<file path="src/rtl/spi_dr_pkg.sv">
package spi_dr_pkg;
  localparam int CTL_W  = 8;
  localparam int B_SIGN = 7;
  localparam int B_EN   = 6;
  localparam int B_LSB  = 5;
  localparam int B_MST  = 4;
  localparam int B_POL  = 3;
  localparam int B_PHA  = 2;
  localparam logic [CTL_W-1:0] CTL_RST = 8'h04;

  // half of the serial clock period, in system clock cycles
  function automatic int unsigned half_period(input logic [1:0] sel);
    case (sel)
      2'd0:    return 2;
      2'd1:    return 8;
      2'd2:    return 32;
      default: return 64;
    endcase
  endfunction
endpackage

</file>
<file path="src/rtl/spi_dr_prescale.sv">
module spi_dr_prescale #(
  parameter int CNT_W = 7
) (
  input  logic       clk,
  input  logic       rst,
  input  logic       run,
  input  logic [1:0] rate,
  output logic       tick
);
  import spi_dr_pkg::*;

  logic [CNT_W-1:0] cnt;
  logic [CNT_W-1:0] lim;

  assign lim  = CNT_W'(half_period(rate) - 1);
  assign tick = run && (cnt == lim);

  always_ff @(posedge clk) begin
    if (rst || !run)  cnt <= '0;
    else if (tick)    cnt <= '0;
    else              cnt <= cnt + 1'b1;
  end

  // each half period spans at least two cycles
  a_r2_tick_gap: assert property (@(posedge clk) disable iff (rst)
    tick |=> !tick);
endmodule

</file>
<file path="src/rtl/spi_dr_sync.sv">
module spi_dr_sync #(
  parameter int W = 3,
  parameter int STAGES = 2,
  parameter logic [W-1:0] INIT = '0
) (
  input  logic         clk,
  input  logic         rst,
  input  logic [W-1:0] d,
  output logic [W-1:0] q
);
  logic [W-1:0] st [STAGES];

  for (genvar g = 0; g < STAGES; g++) begin : g_stage
    always_ff @(posedge clk) begin
      if (rst)         st[g] <= INIT;
      else if (g == 0) st[g] <= d;
      else             st[g] <= st[(g > 0) ? g-1 : 0];
    end
  end

  assign q = st[STAGES-1];
endmodule

</file>
<file path="src/rtl/spi_dr_shifter.sv">
module spi_dr_shifter #(
  parameter int DW = 8
) (
  input  logic          clk,
  input  logic          rst,
  input  logic          load,
  input  logic [DW-1:0] ld_data,
  input  logic          abort,
  input  logic          lsb_first,
  input  logic          late_shift,
  input  logic          smp_ev,
  input  logic          sh_ev,
  input  logic          sin,
  output logic          sout,
  output logic          idle,
  output logic          done,
  output logic [DW-1:0] rx_data
);
  localparam int CW = $clog2(DW + 1);

  logic [DW-1:0] sr;
  logic [DW-1:0] shifted;
  logic          rxb;
  logic          pend;
  logic [CW-1:0] bits;
  logic          full;

  assign shifted = lsb_first ? {rxb, sr[DW-1:1]} : {sr[DW-2:0], rxb};
  assign sout    = lsb_first ? sr[0] : sr[DW-1];
  assign idle    = (bits == '0) && !pend;
  assign full    = (bits == CW'(DW)) && (late_shift || !pend);

  always_ff @(posedge clk) begin
    if (rst) begin
      sr      <= '0;
      rxb     <= 1'b0;
      pend    <= 1'b0;
      bits    <= '0;
      done    <= 1'b0;
      rx_data <= '0;
    end else begin
      done <= 1'b0;
      if (load) begin
        sr   <= ld_data;
        bits <= '0;
        pend <= 1'b0;
      end else if (abort) begin
        bits <= '0;
        pend <= 1'b0;
      end else if (full) begin
        if (pend) sr <= shifted;
        rx_data <= pend ? shifted : sr;
        done    <= 1'b1;
        bits    <= '0;
        pend    <= 1'b0;
      end else if (smp_ev) begin
        rxb  <= sin;
        pend <= 1'b1;
        bits <= bits + 1'b1;
      end else if (sh_ev && pend) begin
        sr   <= shifted;
        pend <= 1'b0;
      end
    end
  end

  // never more than one byte of samples
  a_r3_bits_bound: assert property (@(posedge clk) disable iff (rst)
    bits <= CW'(DW));
endmodule

</file>
<file path="src/rtl/spi_dual_role.sv">
module spi_dual_role #(
  parameter int DW = 8,
  parameter int SYNC_STAGES = 2,
  parameter int DIV_W = 7
) (
  input  logic          clk,
  input  logic          rst,
  input  logic          ctl_wr,
  input  logic [7:0]    ctl_wdata,
  output logic [7:0]    ctl_q,
  input  logic          stat_wr,
  input  logic          stat_flag_w,
  output logic [7:0]    stat_q,
  input  logic          dat_wr,
  input  logic [DW-1:0] dat_wdata,
  output logic [DW-1:0] dat_rdata,
  output logic          irq,
  input  logic          sclk_in,
  output logic          sclk_out,
  output logic          sclk_oe,
  input  logic          mosi_in,
  output logic          mosi_out,
  output logic          mosi_oe,
  input  logic          miso_in,
  output logic          miso_out,
  output logic          miso_oe,
  input  logic          ss_in,
  input  logic          ss_pin_is_out
);
  import spi_dr_pkg::*;

  localparam int EDGES = 2 * DW;
  localparam int EC_W  = $clog2(EDGES + 1);

  logic [7:0] ctl;
  logic en, mst, pol, pha, lsb, sign;
  assign en   = ctl[B_EN];
  assign mst  = ctl[B_MST];
  assign pol  = ctl[B_POL];
  assign pha  = ctl[B_PHA];
  assign lsb  = ctl[B_LSB];
  assign sign = ctl[B_SIGN];

  // pin synchronizers
  logic ss_s, mosi_s, sclk_s, sclk_d;
  spi_dr_sync #(.W(3), .STAGES(SYNC_STAGES), .INIT(3'b100)) u_sync (
    .clk(clk), .rst(rst),
    .d({ss_in, mosi_in, sclk_in}),
    .q({ss_s, mosi_s, sclk_s})
  );

  always_ff @(posedge clk) begin
    if (rst) sclk_d <= 1'b0;
    else     sclk_d <= sclk_s;
  end

  // role and select decode
  logic watch, dem, sel, slv_act;
  assign watch   = en && !sign && !(mst && ss_pin_is_out);
  assign dem     = watch && mst && !ss_s;
  assign sel     = sign || !ss_s;
  assign slv_act = en && !mst && sel;

  // master clock generation
  logic            busy, m_tick, sclk_int;
  logic [EC_W-1:0] ec;
  logic            m_run;
  assign m_run = busy && (ec < EC_W'(EDGES));

  spi_dr_prescale #(.CNT_W(DIV_W)) u_div (
    .clk(clk), .rst(rst), .run(m_run), .rate(ctl[1:0]), .tick(m_tick)
  );

  // edge events for the shift engine
  logic m_lead, m_trail, s_edge, s_lead, s_trail;
  logic lead, trail, smp_ev, sh_ev, sin;
  assign m_lead  = m_run && m_tick && !ec[0];
  assign m_trail = m_run && m_tick &&  ec[0];
  assign s_edge  = slv_act && (sclk_s != sclk_d);
  assign s_lead  = s_edge && (sclk_d == pol);
  assign s_trail = s_edge && (sclk_d != pol);
  assign lead    = mst ? m_lead  : s_lead;
  assign trail   = mst ? m_trail : s_trail;
  assign smp_ev  = pha ? trail : lead;
  assign sh_ev   = pha ? lead  : trail;
  assign sin     = mst ? miso_in : mosi_s;

  logic start, sload, load, abort, sh_idle, sh_done, sout;
  assign start = dat_wr && en && mst && !busy && !dem;
  assign sload = dat_wr && en && !mst && sh_idle;
  assign load  = start || sload;
  assign abort = dem || !en || (!mst && !sel);

  spi_dr_shifter #(.DW(DW)) u_shift (
    .clk(clk), .rst(rst), .load(load), .ld_data(dat_wdata),
    .abort(abort), .lsb_first(lsb), .late_shift(pha),
    .smp_ev(smp_ev), .sh_ev(sh_ev), .sin(sin),
    .sout(sout), .idle(sh_idle), .done(sh_done), .rx_data(dat_rdata)
  );

  // master sequencing
  always_ff @(posedge clk) begin
    if (rst) begin
      busy     <= 1'b0;
      ec       <= '0;
      sclk_int <= 1'b0;
    end else begin
      if (dem || !en || !mst || sh_done) busy <= 1'b0;
      else if (start)                    busy <= 1'b1;

      if (start)       ec <= '0;
      else if (m_run && m_tick) ec <= ec + 1'b1;

      if (!busy || !mst || dem)   sclk_int <= pol;
      else if (m_run && m_tick)   sclk_int <= ~sclk_int;
    end
  end

  // control and status registers
  logic flag;
  always_ff @(posedge clk) begin
    if (rst) begin
      ctl  <= CTL_RST;
      flag <= 1'b0;
    end else begin
      if (ctl_wr) ctl <= ctl_wdata;
      if (dem)    ctl[B_MST] <= 1'b0;

      if (sh_done || dem)          flag <= 1'b1;
      else if (stat_wr && stat_flag_w) flag <= 1'b0;
    end
  end

  // pin drive enables
  always_ff @(posedge clk) begin
    if (rst) begin
      sclk_oe <= 1'b0;
      mosi_oe <= 1'b0;
      miso_oe <= 1'b0;
    end else begin
      sclk_oe <= en && mst;
      mosi_oe <= en && mst;
      miso_oe <= en && !mst && sel;
    end
  end

  assign ctl_q    = ctl;
  assign stat_q   = {flag, 7'b0};
  assign irq      = flag;
  assign sclk_out = sclk_int;
  assign mosi_out = sout;
  assign miso_out = sout;

  // demotion clears the master bit and raises the flag
  a_r8_demote: assert property (@(posedge clk) disable iff (rst)
    dem |=> (!ctl[B_MST] && flag));

  // a finished byte raises the flag
  a_r6_done_flag: assert property (@(posedge clk) disable iff (rst)
    sh_done |=> flag);

  // a disabled block drives nothing
  a_r10_quiet: assert property (@(posedge clk) disable iff (rst)
    (!en && $past(!en)) |-> (!sclk_oe && !mosi_oe && !miso_oe));

  // the two roles never drive together
  a_r11_roles: assert property (@(posedge clk) disable iff (rst)
    sclk_oe |-> !miso_oe);
endmodule

</file>
<file path="config.mk">
export PLATFORM = sky130hd
export DESIGN_NAME = spi_dual_role
export DESIGN_NICKNAME = d
export VERILOG_FILES = /design/src/rtl/spi_dr_pkg.sv /design/src/rtl/spi_dr_prescale.sv /design/src/rtl/spi_dr_sync.sv /design/src/rtl/spi_dr_shifter.sv /design/src/rtl/spi_dual_role.sv
export SDC_FILE = /design/constraint.sdc
export NUM_CORES = 1
export LEC_CHECK = 0
export BUFFER_PORTS_ARGS = -buffer_cell sky130_fd_sc_hd__buf_2
export CAP_MARGIN = 20
export CORE_MARGIN = 8
export CORE_UTILIZATION = 61
export CTS_BUF_LIST = sky130_fd_sc_hd__clkbuf_8
export DETAILED_ROUTE_END_ITERATION = 10
export HOLD_SLACK_MARGIN = 0.15
export PLACE_DENSITY = 0.93
export SLEW_MARGIN = 20
export SYNTH_ARGS = -nofsm -noshare
export SYNTH_HDL_FRONTEND = slang
export SYNTH_HIERARCHICAL = 1
export SYNTH_SLANG_ARGS = --single-unit
</file>
<file path="constraint.sdc">
create_clock -name clk -period 6.6 [get_ports clk]
set_input_delay 1.65 -clock clk [delete_from_list [all_inputs] [get_ports clk]]
set_output_delay 1.65 -clock clk [all_outputs]
set_load 0.05 [all_outputs]
</file>
==> impl_metrics.ini, run 1 <==
[drt]
num_vias = 2378
drt-initial-drc-count = 281
drc = 0
ant_nets = 0
viasPerCell = 5.77
firstDrtPassIters = 4
wire_per_inst_um = 14.7
drt_wl_total_mm = 6.07

[yosys]
synth_top_family_by_area = simple AND/OR/NAND/NOR gates
yosysSeqAreaShare_pct = 37.8
synthFlopType = dfxtp_1
yosysWarnings = 6
synthDistinctLibCells = 56
avgSynthCellArea_um2 = 9.14
synth-compound-area-share_pct = 13.9
synth_simple_gate_area_share_pct = 22.7
yosysTopAreaCellShare_pct = 37.8
ys_top_cells_by_area = dfxtp_1, mux2i_1, nor2_1, buf_4, mux2_2
yosysTopAreaCell = dfxtp_1
synthArstFlopShare_pct = 0
synth_seq_cells = 55
syn_area_um2 = 2920
yosys.area_share.adder_pct = 2.15
synthCells = 319
synth_edf_count = 0
synth-xor-area-share_pct = 4.50
synth_mux_area_share_pct = 11.4

[placed_design]
dp_cells = 404
dp_hpwl_mm = 4.52
globalplace.congestion = 0.886
post-place-ws_ns = 2.83
portBuffers = 50

[setup_path]
cp-start-kind = register
critPathRequiredTime_ns = 6.84
cp.arrival_ns = 3.95
cp-end-kind = register
path_max_fanout = 9
critPathKind = register to register

[sta]
relSlewSlack_pct = 39.6
worst_pin_slew_ns = 0.899
tns_ns = 0
finalHoldViolCount = 0
finalWorstSetupSlack_ns = 2.90
clock.fmax_mhz = 270
clock_skew_ns = 0.0200
rsz0062_at_grt = false
finalMaxSlewViolations = 0
finalCritPeriodShare_pct = 56.1
setup_violations = 0
final.min_clock_period_ns = 3.70

[global_routing]
overflow = 0
grt_pass1_wl_mm = 10.0
grt_pass1_vias = 2209
grt_use_total_pct = 16.7
antenna_found_initial = 0
grt_max_degree = 39

[min_path]
hold_path.class = register to register

[clock_network]
cts_root_buf = clkbuf_8
cts.reportedPaths.clkPinSlew_ns = 0.12
cts_tree = built
cts_setup_buffers = 0
clkSinkCount = 55
cts_buffer_depth = 2
h-tree-depth = 2
insertion_delay_ns = 0.33
cts_buffers = 5
hold_buffers = 0
cts_resized = 0

[finish]
layoutNonFillerInstCount = 412
antenna_cells = 0
nNetsFinal = 389
final_cell_mix = dfxtp_1, buf_2, nor2_1
drive_above_1_share_pct = 22.3
layout_commonest_cell = dfxtp_1
area_growth_pct = 9.78

[floorplan]
io_pins = 58
placementRows = 25
initial_core_util_pct = 62.6
coreArea_um2 = 4660
die_y_um = 85.1
die_w_um = 85.1
design.die.area_um2 = 7250

[pwr]
ir_drop_mv = 0.122
power.density_nw_per_um2 = 193
leakage_nw = 1.36

[job]
maxCapViolations = 0

[run_status]
status = complete, no violations
routing by layer:
metal	track usage, %	up-vias	wire (um)
met4	6.31	0	106
li1	-	1192	-
met1	20.0	1107	2650
met3	5.02	11	392
met5	0	-	0
met2	27.2	68	2930
metrics by stage:
| stage | area (um2) | utilization [%] | hold WS, ns | power, mW |
|---|---|---|---|---|
| final | 3200 | 68.7 | 0.422 | 0.618 |
| after global routing | 3200 | 68.7 | 0.435 | 0.641 |
| after CTS | 3200 | 68.7 | 0.417 | 0.622 |
| after detailed placement | 3110 | 66.6 | 0.390 | 0.428 |
| after global placement | 3110 | 66.6 | 0.388 | 0.426 |
| after floorplan | 2940 | - | 0.383 | 0.412 |
state kept, by name (all words and copies together), names as in the netlist:
register,count
ctl_q,8
u_shift/rx_data,8
u_shift/sr,8
u_div/cnt,7
u_sync/st,6
ec,5
u_shift/bits,4
busy,1
irq,1
miso_oe,1
mosi_oe,1
sclk_d,1
sclk_out,1
u_shift/done,1
u_shift/pend,1
u_shift/rxb,1
cell type report:
cell class / count / area [um2]
Inverter: 14 / 52.6
Fill cell: 343 / 1460
Clock inverter: 3 / 27.5
Multi-Input combinational cell: 230 / 1630
Tap cell: 54 / 67.6
Sequential cell: 55 / 1100
Timing Repair Buffer: 51 / 258
Clock buffer: 5 / 68.8
report_power, final:
part	switching, mW	internal [mW]
Combinational	0.0483	0.0255
Sequential	0.00880	0.338
Clock	0.119	0.0788
Total	0.176	0.442
worst paths after layout:
check / startpoint / endpoint / slack [ns] / depth (start not counted)
hold reg to reg: u_sync/st[0][2] / u_sync/st[1][2] / 0.42 / 1
hold / removal: u_sync/st[0][2] / u_sync/st[1][2] / 0.42 / 1
setup reg to reg: ctl_q[1] / u_shift/sr[3] / 2.90 / 12
setup / recovery: ctl_q[1] / u_shift/sr[3] / 2.90 / 12
cells in the mapped netlist (all sizes together), types with 2 or more instances:
library cell,n
nand2,15
a22oi,5
and3,4
buf,21
nor2b,10
nor3,5
nor4b,2
xor2,10
or2,4
o41ai,2
nand2b,3
clkbuf,5
nor2,39
o2111a,6
inv,13
o21ai,3
a31oi,6
a21o,5
dfxtp,55
nand4b,3
mux2i,23
mux2,9
a211oi,2
ha,5
nand3b,5
xnor2,5
a21oi,17
or4,2
and3b,2
or3,2
nand3,10
a32oi,2
nand4,5
cell families (layout without fill, tap and decap cells):
group,after synthesis,count (layout)
simple gates,117,117
compound gates,54,54
other cells,1,7
mux,32,32
fa+ha+maj,5,5
buf+inv,40,73
xor+xnor,15,15
flops,55,55
worst max-delay path, stage by stage (launching register included):
cell	delay [ns]
dfxtp_1	0.37
or2_1	0.26
ha_1	0.30
xor2_1	0.18
nand2_1	0.13
a211oi_4	0.36
and3b_1	0.40
nand3_1	0.11
a32oi_1	0.56
nor2b_1	0.19
o21ai_0	0.42
nand3b_1	0.13
a31oi_1	0.18
Note: power is estimated with default switching activity, not from simulation.
==> run 2, diff against run 1 <==
- ABC_AREA: unset -> 1
- CORE_UTILIZATION: 61 -> 57
- PLACE_DENSITY: 0.93 -> 0.88
- clock period: 6.6 -> 3.8 ns (I/O delays scaled with it)
==> run 2 against run 1 <==
Compared with the run above: area after synthesis grew 4.6%; hold slack lost 0.011 ns; count of clock-buffer cells in the layout stayed put; maximum frequency increased by 24%; synthesized cell count increased by 39%.
==> impl_metrics.ini, run 2 <==
[pwr]
leakage_nw = 1.63
ir_drop_mv = 0.193
power.density_nw_per_um2 = 320

[finish]
drive_above_1_share_pct = 21.0
area_growth_pct = 9.84
final_cell_mix = nand2_1, nor2_1, dfxtp_1
layout_commonest_cell = nand2_1
nNetsFinal = 521
design_area_um2 = 3350
antenna_cells = 0
num-fill-cells = 499

[setup_path]
worstPathCellList = inv_1 > nand2_2 > ha_1 > nand2_1 > inv_1 > nor2_2 > nand3_2 > nor2_8 > nand3_2 > clkinv_2 > nand3_1 > nand2_1 > nand2_1 > nand2_1 > inv_1 > nor2_1 > nand2_2 > nand3_4 > nor2_1 > nor2_1 > nor2_1
crit_slowest_cell = dfxtp_1
critPathKind = register to register
cp-end-kind = register
critPathMaxStageDelay_ns = 0.43
cp.arrival_ns = 3.16
timing.rr.start = ctl_q[1]
path_max_fanout = 9
critical_path.startpoint = ctl_q[1]
cp-start-kind = register
critPathRequiredTime_ns = 3.98

[yosys]
synthFlopType = dfxtp_1
synthCells = 444
yosysTopAreaCellShare_pct = 36.1
synth_edf_count = 0
yosysSeqAreaShare_pct = 36.1
ys_top_cells_by_area = dfxtp_1, nand2_1, nor2_1, inv_1, o21ai_0
yosysMostFrequentCell = nand2_1
synth_seq_cells = 55
yosysWarnings = 6
synthDistinctLibCells = 38
syn_area_um2 = 3050
avgSynthCellArea_um2 = 6.87
yosys-top-cells-count = nand2_1, nor2_1, dfxtp_1
synthArstFlopShare_pct = 0
yosysTopAreaCell = dfxtp_1

[global_routing]
grt_pass1_wl_mm = 11.4
overflow = 0
grt_pass1_vias = 2599
grt_use_total_pct = 17.8
grt_max_degree = 25
antenna_found_initial = 0

[sta]
worst_pin_slew_ns = 0.730
setup_violations = 0
tns_ns = 0
finalMaxSlewViolations = 0
finalHoldViolCount = 0
rsz0062_at_grt = false
clock_skew_ns = 0.00911
final.min_clock_period_ns = 2.99
clock.fmax_mhz = 335
finalCritPeriodShare_pct = 78.6
relSlewSlack_pct = 50.8

[drt]
drc = 0
drt-initial-drc-count = 150
ant_nets = 0
firstDrtPassIters = 5
num_vias = 2827
drt_wl_total_mm = 6.86
wire_per_inst_um = 12.3
viasPerCell = 5.05

[placed_design]
placed_cell_area_um2 = 3270
dp_hpwl_mm = 5.13
portBuffers = 50
globalplace.congestion = 0.882

[clock_network]
h-tree-depth = 2
cts_resized = 0
cts_buffers = 5
clkSinkCount = 55
cts.reportedPaths.clkPinSlew_ns = 0.09
cts_buffer_depth = 2
cts_root_buf = clkbuf_8
cts_tree = built
insertion_delay_ns = 0.31
cts_setup_buffers = 0
hold_buffers = 0

[min_path]
hold_path.class = register to register
min-delay-start = u_sync/st[0][1]

[floorplan]
die_y_um = 89.2
die_w_um = 89.2
placementRows = 26
initial_core_util_pct = 59.4
coreArea_um2 = 5140
design.die.area_um2 = 7950
io_pins = 58

[run_status]
status = complete, no violations

[job]
maxCapViolations = 0
-- run 2: cell count changes in the layout (fill, tap and decap cells not counted), sizes merged, moves of 12 or more --
cell	delta
nand3	+16
inv	+43
nor2	+35
mux2i	-22
o21ai	+29
nand2	+103
nor3	+12
-- run 2: worst paths after layout --
| kind | slack [ns] | cells after the start | to |
|---|---|---|---|
| max | 0.81 | 21 | u_shift/sr[0] |
| min | 0.41 | 2 | u_sync/st[1][1] |
| max reg2reg | 0.81 | 21 | u_shift/sr[0] |
| min reg2reg | 0.41 | 2 | u_sync/st[1][1] |
-- run 2: kinds of logic (layout without fill, tap and decap cells) --
logic type	Yosys count	in the layout	share of synthesized area, %
compound gates	55	55	9.76
buf+inv	75	115	11.7
fa+ha+maj	5	5	2.05
simple gates	247	247	38.5
other cells	1	7	0.123
flops	55	55	36.1
mux	1	1	0.328
xor+xnor	5	5	1.44
-- run 2: power breakdown --
| part | internal (mW) | switching (mW) |
|---|---|---|
| registers | 0.591 | 0.0175 |
| clock network | 0.125 | 0.180 |
| logic | 0.0458 | 0.115 |
| total | 0.761 | 0.313 |
-- run 2: per-layer routing --
layer  GRT usage, %  routed length (um)  part of all wire [%]  up-vias
li1               -                   -                     -     1465
met1           21.2                2940                    43     1267
met2           31.3                3400                    50       90
met3           3.95                 472                   6.9        5
met4           4.98                  49                  0.71        0
met5              0                   0                     0        -
-- run 2: through the flow --
stage	power (mW)	cells	hold WS [ns]	util (%)	worst slack, ns
detailed placement	0.783	552	0.399	63.6	0.871
finish	1.07	560	0.411	65.2	0.814
floorplan	0.747	450	0.386	-	0.535
CTS	1.08	560	0.414	65.2	0.840
global placement	0.779	552	0.395	63.6	0.970
global route	1.13	560	0.428	65.2	0.439
-- run 2: worst max-delay path, delay by kind of cell (launching register included) --
| kind | cells | cell delay, ns |
|---|---|---|
| flops | 1 | 0.43 |
| fa+ha+maj | 1 | 0.24 |
| buf+inv | 4 | 0.39 |
| simple gates | 16 | 1.78 |
-- run 2: cell type report --
class / instances / area [um2] / share of cell area (%)
Clock buffer: 5 / 68.8 / 2.05
Clock inverter: 3 / 12.5 / 0.373
Inverter: 57 / 215 / 6.42
Multi-Input combinational cell: 320 / 1620 / 48.2
Sequential cell: 55 / 1100 / 32.8
Tap cell: 70 / 87.6 / 2.61
Timing Repair Buffer: 50 / 250 / 7.47
==> run 3, diff against run 2 <==
- CORE_UTILIZATION: 57 -> 52
- PLACE_DENSITY: 0.88 -> 0.85
- clock period: 3.8 -> 2.4 ns (I/O delays scaled with it)
==> run 3 against run 2 <==
Compared with the run above: wire length is 7.7% higher; the flow now finishes with violations (setup timing); register-to-register slack worse by 0.83 ns; non-clock buffer count is 10 higher; setup slack worse by 0.83 ns; critical path depth is 2 lower; first-iteration DRC count is 7.3% lower; core utilization is 2.5 points lower; total power is 68% higher.
==> impl_metrics.ini, run 3 (synthesized netlist as in run 2, its figures left out) <==
[clock_network]
insertion_delay_ns = 0.33
cts_root_buf = clkbuf_8
cts_buffer_depth = 2
cts_buffers = 5
clkSinkCount = 55
h-tree-depth = 2
cts.reportedPaths.clkPinSlew_ns = 0.10
hold_buffers = 0
cts_tree = built

[run_status]
violations = setup timing
status = finished, violations left

[finish]
nNetsFinal = 531
area_growth_pct = 18.9
final_cell_mix = nand2_1, nor2_1, dfxtp_1
antenna_cells = 0
layoutNonFillerInstCount = 575
postLayoutCoreUtil_pct = 62.7
design_area_um2 = 3630
layout_commonest_cell = nand2_1
drive_above_1_share_pct = 29.4

[placed_design]
globalplace.congestion = 0.861
post-place-ws_ns = -0.0194
dp_cells = 562
placed_cell_area_um2 = 3360
portBuffers = 50
dp_hpwl_mm = 5.46

[drt]
drt-initial-drc-count = 139
drc = 0
viasPerCell = 5.13
drt_wl_total_mm = 7.40
firstDrtPassIters = 5
wl_met1_mm = 3.15
met3_length_um = 377
met2_length_mm = 3.76
dr.max_layer_used = met4
ant_nets = 0
num_vias = 2950
wire_per_inst_um = 12.9

[setup_path]
critPathRequiredTime_ns = 2.61
cp-end-kind = register
rr_worst_depth = 19
worstPathCellList = inv_4 > nand2_4 > ha_4 > nand2_2 > inv_2 > nor2_2 > nand3_2 > nor2_8 > nand3_4 > clkinv_4 > nand3_2 > nand2_2 > nand2_1 > nand2_2 > a21oi_2 > nand2_2 > nand3_4 > nor3_2 > nor2_1
crit_slowest_cell = dfxtp_4
cp.arrival_ns = 2.63
critPathMaxStageDelay_ns = 0.37
critPathKind = register to register
cp-start-kind = register
path_max_fanout = 7
crit_top_cell = nand2_2

[floorplan]
placementRows = 28
initial_core_util_pct = 52.8
design.die.area_um2 = 8580
die_w_um = 92.6
io_pins = 58
die_y_um = 92.6
coreArea_um2 = 5780

[sta]
finalHoldViolCount = 0
holdWs_ns = 0.414
finalCritPeriodShare_pct = 101
setup_violations = 2
tns_ns = -0.0212
clock_skew_ns = 0.0210
clock.fmax_mhz = 414
rsz0062_at_grt = true
finalMaxSlewViolations = 0
finalWorstSetupSlack_ns = -0.0175
final.min_clock_period_ns = 2.42

[global_routing]
grt_pass1_vias = 2683
grt_max_degree = 25
antenna_found_initial = 0
grt_pass1_wl_mm = 11.9
overflow = 0
grt_use_total_pct = 16.6

[pwr]
p_total_mw = 1.81
power.density_nw_per_um2 = 499
ir_drop_mv = 0.289
leakage_nw = 1.71

[min_path]
min_path_cells = 2
hold_path.class = register to register

[job]
maxCapViolations = 0
## run 3: cell count changes in the layout (fill, tap and decap cells not counted), sizes merged
cell and delta:
buf +10
## run 3: what timing repair did
action,in CTS,in global routing
pin swaps,2,23
gates resized for setup,0,34
setup endpoints to repair,9,10
hold endpoints to repair,0,0
buffers inserted,2,3
## run 3: layout make-up
type,count,area [um2]
clock buffer,5,68.8
clock inverter,3,31.3
fill,515,2150
inverter,57,224
multi-input combinational,320,1780
sequential,55,1110
tap,75,93.8
timing repair buffer,60,325
## run 3: final timing paths
path / from / endpoint / slack (ns)
max: ctl_q[1] / u_shift/sr[4] / -0.02
min: u_sync/st[0][1] / u_sync/st[1][1] / 0.41
max reg2reg: ctl_q[1] / u_shift/sr[4] / -0.02
min reg2reg: u_sync/st[0][1] / u_sync/st[1][1] / 0.41
## run 3: critical path: cells and delay by family (launching register included)
family	cells	cell delay, ns
buf+inv	3	0.18
compound gates	1	0.07
simple gates	14	1.46
flops	1	0.37
fa+ha+maj	1	0.24
## run 3: where the power goes
group          leakage [nW]  switching [mW]  internal, mW
Sequential            0.449          0.0262         0.936
Combinational          1.21           0.205        0.0862
Clock                0.0522           0.333         0.222
Total                  1.71           0.564          1.24
## run 3: metal layers
metal  global-route usage (%)  vias up
li1                         -     1486
met3                     3.56       14
met1                     19.3     1355
met4                     4.43        0
met5                        0        -
met2                     29.8       95
